### src/rtl/cmdpkt_pkg.sv
package cmdpkt_pkg;

    localparam int WORD_W     = 32;
    localparam int IDX_W      = 15;
    localparam int CNT_W      = 14;
    localparam int OP_W       = 7;
    localparam int PAIR_IDX_W = 11;

    localparam int CLS_LSB    = 30;
    localparam int CNT_LSB    = 16;
    localparam int SAME_BIT   = 15;
    localparam int OP_LSB     = 8;
    localparam int PAIR_B_LSB = PAIR_IDX_W;
    localparam int PRED_BIT   = 0;
    localparam int LEN_W      = CNT_W + 1;

    typedef enum logic [1:0] {
        CLS_RUN  = 2'd0,
        CLS_PAIR = 2'd1,
        CLS_NOP  = 2'd2,
        CLS_CMD  = 2'd3
    } pkt_class_e;

    typedef enum logic [1:0] {
        ST_HDR,
        ST_RUN,
        ST_PAIR,
        ST_CMD
    } parse_st_e;

    typedef struct packed {
        pkt_class_e            cls;
        logic [LEN_W-1:0]      len;
        logic [IDX_W-1:0]      base;
        logic                  same;
        logic [PAIR_IDX_W-1:0] idx_a;
        logic [PAIR_IDX_W-1:0] idx_b;
        logic [OP_W-1:0]       op;
        logic                  pred;
    } hdr_fields_t;

endpackage

### src/rtl/cmdpkt_hdr_decode.sv
module cmdpkt_hdr_decode
    import cmdpkt_pkg::*;
(
    input  logic [WORD_W-1:0] word,
    output hdr_fields_t       fields
);

    always_comb begin
        fields.cls   = pkt_class_e'(word[CLS_LSB +: 2]);
        fields.len   = {1'b0, word[CNT_LSB +: CNT_W]} + LEN_W'(1);
        fields.base  = word[IDX_W-1:0];
        fields.same  = word[SAME_BIT];
        fields.idx_a = word[PAIR_IDX_W-1:0];
        fields.idx_b = word[PAIR_B_LSB +: PAIR_IDX_W];
        fields.op    = word[OP_LSB +: OP_W];
        fields.pred  = word[PRED_BIT];
    end

endmodule

### src/rtl/cmdpkt_core.sv
module cmdpkt_core
    import cmdpkt_pkg::*;
(
    input  logic             clk,
    input  logic             rst,
    input  logic             in_valid,
    output logic             in_ready,
    input  hdr_fields_t      hdr,
    output logic             reg_valid,
    input  logic             reg_ready,
    output logic [IDX_W-1:0] reg_index,
    output logic             cmd_valid,
    input  logic             cmd_ready,
    output logic [OP_W-1:0]  cmd_opcode,
    output logic             cmd_pred,
    output logic             cmd_first,
    output logic             cmd_last
);

    localparam int PAD_W = IDX_W - PAIR_IDX_W;

    typedef struct packed {
        parse_st_e             st;
        logic [LEN_W-1:0]      remain;
        logic [IDX_W-1:0]      idx;
        logic [PAIR_IDX_W-1:0] idx_b;
        logic                  same;
        logic [OP_W-1:0]       op;
        logic                  pred;
        logic                  first;
    } state_t;

    localparam state_t STATE_RST = '{
        st:     ST_HDR,
        remain: '0,
        idx:    '0,
        idx_b:  '0,
        same:   1'b0,
        op:     '0,
        pred:   1'b0,
        first:  1'b0
    };

    state_t s_d, s_q;
    logic   xfer_reg, xfer_cmd;

    always_comb begin
        s_d       = s_q;
        in_ready  = 1'b0;
        reg_valid = 1'b0;
        cmd_valid = 1'b0;
        xfer_reg  = 1'b0;
        xfer_cmd  = 1'b0;
        unique case (s_q.st)
            ST_HDR: begin
                in_ready = 1'b1;
                if (in_valid) begin
                    unique case (hdr.cls)
                        CLS_RUN: begin
                            s_d.st     = ST_RUN;
                            s_d.remain = hdr.len;
                            s_d.idx    = hdr.base;
                            s_d.same   = hdr.same;
                        end
                        CLS_PAIR: begin
                            s_d.st     = ST_PAIR;
                            s_d.remain = LEN_W'(2);
                            s_d.idx    = {{PAD_W{1'b0}}, hdr.idx_a};
                            s_d.idx_b  = hdr.idx_b;
                        end
                        CLS_CMD: begin
                            s_d.st     = ST_CMD;
                            s_d.remain = hdr.len;
                            s_d.op     = hdr.op;
                            s_d.pred   = hdr.pred;
                            s_d.first  = 1'b1;
                        end
                        default: ;
                    endcase
                end
            end
            ST_RUN, ST_PAIR: begin
                reg_valid = in_valid;
                in_ready  = reg_ready;
                xfer_reg  = in_valid && reg_ready;
                if (xfer_reg) begin
                    s_d.remain = s_q.remain - LEN_W'(1);
                    if (s_q.st == ST_PAIR) begin
                        s_d.idx = {{PAD_W{1'b0}}, s_q.idx_b};
                    end else if (!s_q.same) begin
                        s_d.idx = s_q.idx + IDX_W'(1);
                    end
                    if (s_q.remain == LEN_W'(1)) begin
                        s_d.st = ST_HDR;
                    end
                end
            end
            ST_CMD: begin
                cmd_valid = in_valid;
                in_ready  = cmd_ready;
                xfer_cmd  = in_valid && cmd_ready;
                if (xfer_cmd) begin
                    s_d.remain = s_q.remain - LEN_W'(1);
                    s_d.first  = 1'b0;
                    if (s_q.remain == LEN_W'(1)) begin
                        s_d.st = ST_HDR;
                    end
                end
            end
            default: s_d = STATE_RST;
        endcase
    end

    always_ff @(posedge clk) begin
        if (rst) begin
            s_q <= STATE_RST;
        end else begin
            s_q <= s_d;
        end
    end

    assign reg_index  = s_q.idx;
    assign cmd_opcode = s_q.op;
    assign cmd_pred   = s_q.pred;
    assign cmd_first  = s_q.first;
    assign cmd_last   = (s_q.remain == LEN_W'(1));

    // a no-op header leaves the parser expecting a header
    p_nop_stays_r6: assert property (@(posedge clk) disable iff (rst)
        (s_q.st == ST_HDR && in_valid && hdr.cls == CLS_NOP) |=> (s_q.st == ST_HDR));

    // a two-register header always opens a two-word payload
    p_pair_len_r5: assert property (@(posedge clk) disable iff (rst)
        (s_q.st == ST_HDR && in_valid && hdr.cls == CLS_PAIR) |=> (s_q.remain == LEN_W'(2)));

    // repeat mode keeps the register index between beats
    p_same_idx_r4: assert property (@(posedge clk) disable iff (rst)
        (xfer_reg && s_q.st == ST_RUN && s_q.same && s_q.remain != LEN_W'(1))
        |=> (reg_index == $past(reg_index)));

    // stepping mode advances the index by one, wrapping
    p_step_idx_r3: assert property (@(posedge clk) disable iff (rst)
        (xfer_reg && s_q.st == ST_RUN && !s_q.same && s_q.remain != LEN_W'(1))
        |=> (reg_index == IDX_W'($past(reg_index) + IDX_W'(1))));

    // a command header opens a beat marked first
    p_first_beat_r8: assert property (@(posedge clk) disable iff (rst)
        (s_q.st == ST_HDR && in_valid && hdr.cls == CLS_CMD) |=> cmd_first);

    // the last beat hands control back to header parsing
    p_last_beat_r8: assert property (@(posedge clk) disable iff (rst)
        (cmd_valid && cmd_ready && cmd_last) |=> (s_q.st == ST_HDR));

    // a stalled register write keeps its index and progress
    p_reg_hold_r9: assert property (@(posedge clk) disable iff (rst)
        (reg_valid && !reg_ready) |=> ($stable(reg_index) && $stable(s_q.remain)));

    // a stalled command beat keeps its tags
    p_cmd_hold_r9: assert property (@(posedge clk) disable iff (rst)
        (cmd_valid && !cmd_ready)
        |=> ($stable(cmd_opcode) && $stable(cmd_pred) && $stable(cmd_first) && $stable(cmd_last)));

endmodule

### src/rtl/cmdpkt_parser.sv
module cmdpkt_parser
    import cmdpkt_pkg::*;
(
    input  logic              clk,
    input  logic              rst,
    input  logic              in_valid,
    output logic              in_ready,
    input  logic [WORD_W-1:0] in_data,
    output logic              reg_valid,
    input  logic              reg_ready,
    output logic [IDX_W-1:0]  reg_index,
    output logic [WORD_W-1:0] reg_data,
    output logic              cmd_valid,
    input  logic              cmd_ready,
    output logic [OP_W-1:0]   cmd_opcode,
    output logic              cmd_pred,
    output logic              cmd_first,
    output logic              cmd_last,
    output logic [WORD_W-1:0] cmd_data
);

    hdr_fields_t hdr;

    cmdpkt_hdr_decode u_decode (
        .word   (in_data),
        .fields (hdr)
    );

    cmdpkt_core u_core (
        .clk        (clk),
        .rst        (rst),
        .in_valid   (in_valid),
        .in_ready   (in_ready),
        .hdr        (hdr),
        .reg_valid  (reg_valid),
        .reg_ready  (reg_ready),
        .reg_index  (reg_index),
        .cmd_valid  (cmd_valid),
        .cmd_ready  (cmd_ready),
        .cmd_opcode (cmd_opcode),
        .cmd_pred   (cmd_pred),
        .cmd_first  (cmd_first),
        .cmd_last   (cmd_last)
    );

    assign reg_data = in_data;
    assign cmd_data = in_data;

    // outputs are never valid on both channels at once
    p_one_channel_r11: assert property (@(posedge clk) disable iff (rst)
        !(reg_valid && cmd_valid));

endmodule

### config.mk
export PLATFORM = sky130hd
export DESIGN_NAME = cmdpkt_parser
export DESIGN_NICKNAME = d
export VERILOG_FILES = /design/src/rtl/cmdpkt_pkg.sv /design/src/rtl/cmdpkt_hdr_decode.sv /design/src/rtl/cmdpkt_core.sv /design/src/rtl/cmdpkt_parser.sv
export SDC_FILE = /design/constraint.sdc
export NUM_CORES = 1
export LEC_CHECK = 0
export BUFFER_PORTS_ARGS = -buffer_cell sky130_fd_sc_hd__buf_2
export CORE_ASPECT_RATIO = 1.4
export CORE_MARGIN = 2
export CORE_UTILIZATION = 45
export DETAILED_ROUTE_END_ITERATION = 10
export GPL_ROUTABILITY_DRIVEN = 0
export PLACE_DENSITY = 0.81
export SYNTH_ARGS = -nofsm -noshare
export SYNTH_HDL_FRONTEND = slang
export SYNTH_SLANG_ARGS = --single-unit
### constraint.sdc
create_clock -name clk -period 2.7 [get_ports clk]
set_input_delay 0.405 -clock clk [delete_from_list [all_inputs] [get_ports clk]]
set_output_delay 0.405 -clock clk [all_outputs]
set_load 0.02 [all_outputs]
==> summary.md <==
| Metric | Value |
|---|---|
| Status | `finished, final reports clean` |
| Initial antenna violation count | `0` |
| Worst reg2reg startpoint | `u_core.s_q[51]` |
| Drt pass-1 iters | `5` |
| Final net count | `605` |
| Core Util, Final | `48.5%` |
| HP Class | `primary input to flop` |
| Yosys warnings | `0` |
| Worst hold endpoint | `u_core.cmd_pred` |
| RSZ-0062 raised after global routing | `no` |
| Post-Synthesis Cells | `528` |
| Post-CTS sizing | `0` |
| VDD IR max | `0.331 mV` |
| Number of remaining DRC errors | `0` |
| Vias | `3789` |
| Crit-path cells | `or3_1 > or3_4 > nor3_2 > buf_2` |
| Mean Syn Cell Area | `7.37 sq um` |
| Pwr per Cell Area | `600 nW/um^2` |
| I/O pins | `129` |
| Slew Viols, Final | `0` |
| Clock Sinks | `53` |
| Via/cell ratio | `5.71` |
| Setup TNS Final | `0 ns` |
| Worst-Skew Late Latency | `0.29 ns` |
| Layout area overhead | `6.02%` |
| Wire per inst | `15.1 um` |
| Post-CTS Hold Buffers | `0` |
| Num CTS Buffers | `5` |
| CP Capture Type | `output port` |
| Final period demand of the worst path | `2.43 ns` |
| CTS H-tree depth | `2` |
| Final period util | `89.9%` |
| Reg-to-reg endpoint | `u_core.reg_index[13]` |
| Die width | `82.6 um` |
| Number of global-route vias before repair | `3257` |
| Synth top area cells | `dfxtp_1 (27%), buf_4 (17%), nand2_1 (6.2%)` |
| WP data arrival | `2.02 ns` |
| Core footprint | `8510 sq um` |
| Setup Fix Bufs, Post-CTS | `0` |
| CTS tree | `yes` |
| Total die area | `9410 sq um` |
| Max Freq | `412 MHz` |
| Max-Cap Viols | `0` |
| Register area share after synthesis | `27.3%` |
| Final setup fails | `0` |
| HP Start | `in_data[0]` |
| Initial DRC Count | `242` |
| Top_reg_cell synth | `dfxtp_1` |
| Crit-path slowest cell | `or3_1` |
| Antenna diodes | `0` |
| Global-route wire length before repair | `15100 um` |
| R2R cell count | `8` |
| Gr ovfl total | `0` |
| CP Launch Type | `flop` |
| Die Y | `114 um` |
| Post-synth ARST share | `0%` |
| Clock Tree Buf Depth | `2` |
| Hold Path Cell Cnt | `3` |
| Hold Vio Cnt, Final | `0` |
| Critical path type | `flop to output port` |
| Post-synth cell types | `58` |
| CP max stage delay | `0.50 ns` |
| Number of buffers added on ports | `128` |
| Post-Syn Area | `3890 sq um` |
| Clock slew at reported path FFs | `0.07 ns` |
| Yosys reg bits | `53` |
| Synth top area share | `27.3%` |
| Clock Skew | `0.00707 ns` |
| Setup ws final | `0.272 ns` |
| Routed WL | `10000 um` |
| CP Max Fanout | `7` |
| Actual slew at the worst max-slew pin | `0.743 ns` |
| Initial core utilization | `45.7%` |
| Post-placement cell area | `3980 sq um` |
| Total Power | `2.47 mW` |
| Post-route ant nets | `0` |
| DP Wirelength | `7320 um` |
| Number of synthesized flops with an enable pin | `0` |
| Tot GR Track Use | `20.4%` |
| Rel. slew slack | `50.3%` |
| Design area | `4120 sq um` |
| Largest net degree at the start of global routing | `54` |
| Row count | `40` |
| Leading area contributor after synthesis | `dfxtp_1` |
| Leak Pwr | `1.69 nW` |
| Worst EP required | `2.30 ns` |
| Commonest cells post-synth | `buf_4 (86), nand2_1 (64), dfxtp_1 (53)` |
| Net Count, Synth | `574` |
| Share of cells above drive strength 1 | `26.8%` |
| Pre-CTS WS | `0.390 ns` |
| Register-to-Register Setup Slack | `0.33 ns` |
| Most common cell in the netlist | `buf_4` |
| Clk root buf | `clkbuf_16` |
-- cell type report --
class                           instances  area (sq um)
Sequential cell                        53          1060
Fill cell                             846          4390
Multi-Input combinational cell        350          2030
Timing Repair Buffer                  138           716
Tap cell                              105           131
Clock inverter                          1          7.51
Clock buffer                            6           139
Inverter                               11          41.3
-- per-layer routing --
layer  GRT usage, %  routed length, um  part of all wire (%)  vias up
li1               -                  -                     -     1829
met1           23.3               3800                    38     1727
met2           36.9               5100                    51      203
met3           2.69                795                   7.9       30
met4           8.31                313                   3.1        0
met5              0                  0                     0        -
-- where the power goes --
group          internal (mW)  leakage [nW]  switching [mW]
Combinational          0.322          1.19           0.575
Sequential             0.850         0.432          0.0748
Clock                  0.364        0.0690           0.288
Total                   1.54          1.69           0.938
-- critical path: cells and delay by family (launching register included) --
| kind | cells | cell delay (ns) |
|---|---|---|
| buffers and inverters | 1 | 0.20 |
| DFF | 1 | 0.35 |
| and+or+nand+nor | 3 | 1.17 |
-- per-stage QoR --
stage               std cells  hold WS, ns
finish                    664        0.380
global route              664        0.386
CTS                       664        0.382
detailed placement        657        0.447
global placement          657        0.440
floorplan                 528        0.431
-- sequential cells by signal, indices dropped and copies added (netlist names) --
| signal | count |
|---|---|
| u_core.s_q | 29 |
| u_core.reg_index | 15 |
| u_core.cmd_opcode | 7 |
| u_core.cmd_first | 1 |
| u_core.cmd_pred | 1 |
-- cells in the final DEF, fill, tap and decap left out, types with 4 or more instances in the layout --
master / Yosys / layout
a211oi_1: 10 / 10
a21oi_1: 44 / 44
a221oi_1: 4 / 4
buf_2: 6 / 128
buf_4: 86 / 10
clkbuf_16: 0 / 5
dfxtp_1: 53 / 53
ha_1: 9 / 9
inv_1: 11 / 11
nand2_1: 64 / 64
nand2b_1: 7 / 7
nand3_1: 20 / 20
nand4_1: 9 / 9
nor2_1: 38 / 38
nor2b_1: 8 / 8
nor3_1: 18 / 18
nor4_1: 4 / 4
o21ai_0: 29 / 29
or3_1: 6 / 6
xnor2_1: 10 / 10
xor2_1: 8 / 8
-- logic make-up (layout without fill, tap and decap cells) --
group / after synthesis / after routing / share of synthesized area [%]
AOI/OAI and AO/OA: 122 / 122 / 19.4
xor gates and xnor gates: 18 / 18 / 4.05
adders and majority gates: 9 / 9 / 2.90
buffers and inverters: 125 / 156 / 20.6
DFF: 53 / 53 / 27.3
muxes: 4 / 4 / 1.09
and+or+nand+nor: 197 / 197 / 24.7
-- worst max path at each step --
stage,from,endpoint,slack [ns],cells after the start
6_report,u_core.s_q[40],cmd_last,0.27,4
5_1_grt,u_core.s_q[51],u_core.reg_index[4],0.16,7
4_1_cts,u_core.s_q[40],cmd_last,0.27,4
3_5_place_dp,u_core.s_q[51],u_core.reg_index[13],0.39,8
3_3_place_gp,u_core.s_q[51],u_core.reg_index[3],0.51,7
2_1_floorplan,u_core.s_q[51],u_core.reg_index[5],0.67,8
Note: power is estimated with default switching activity, not from simulation.
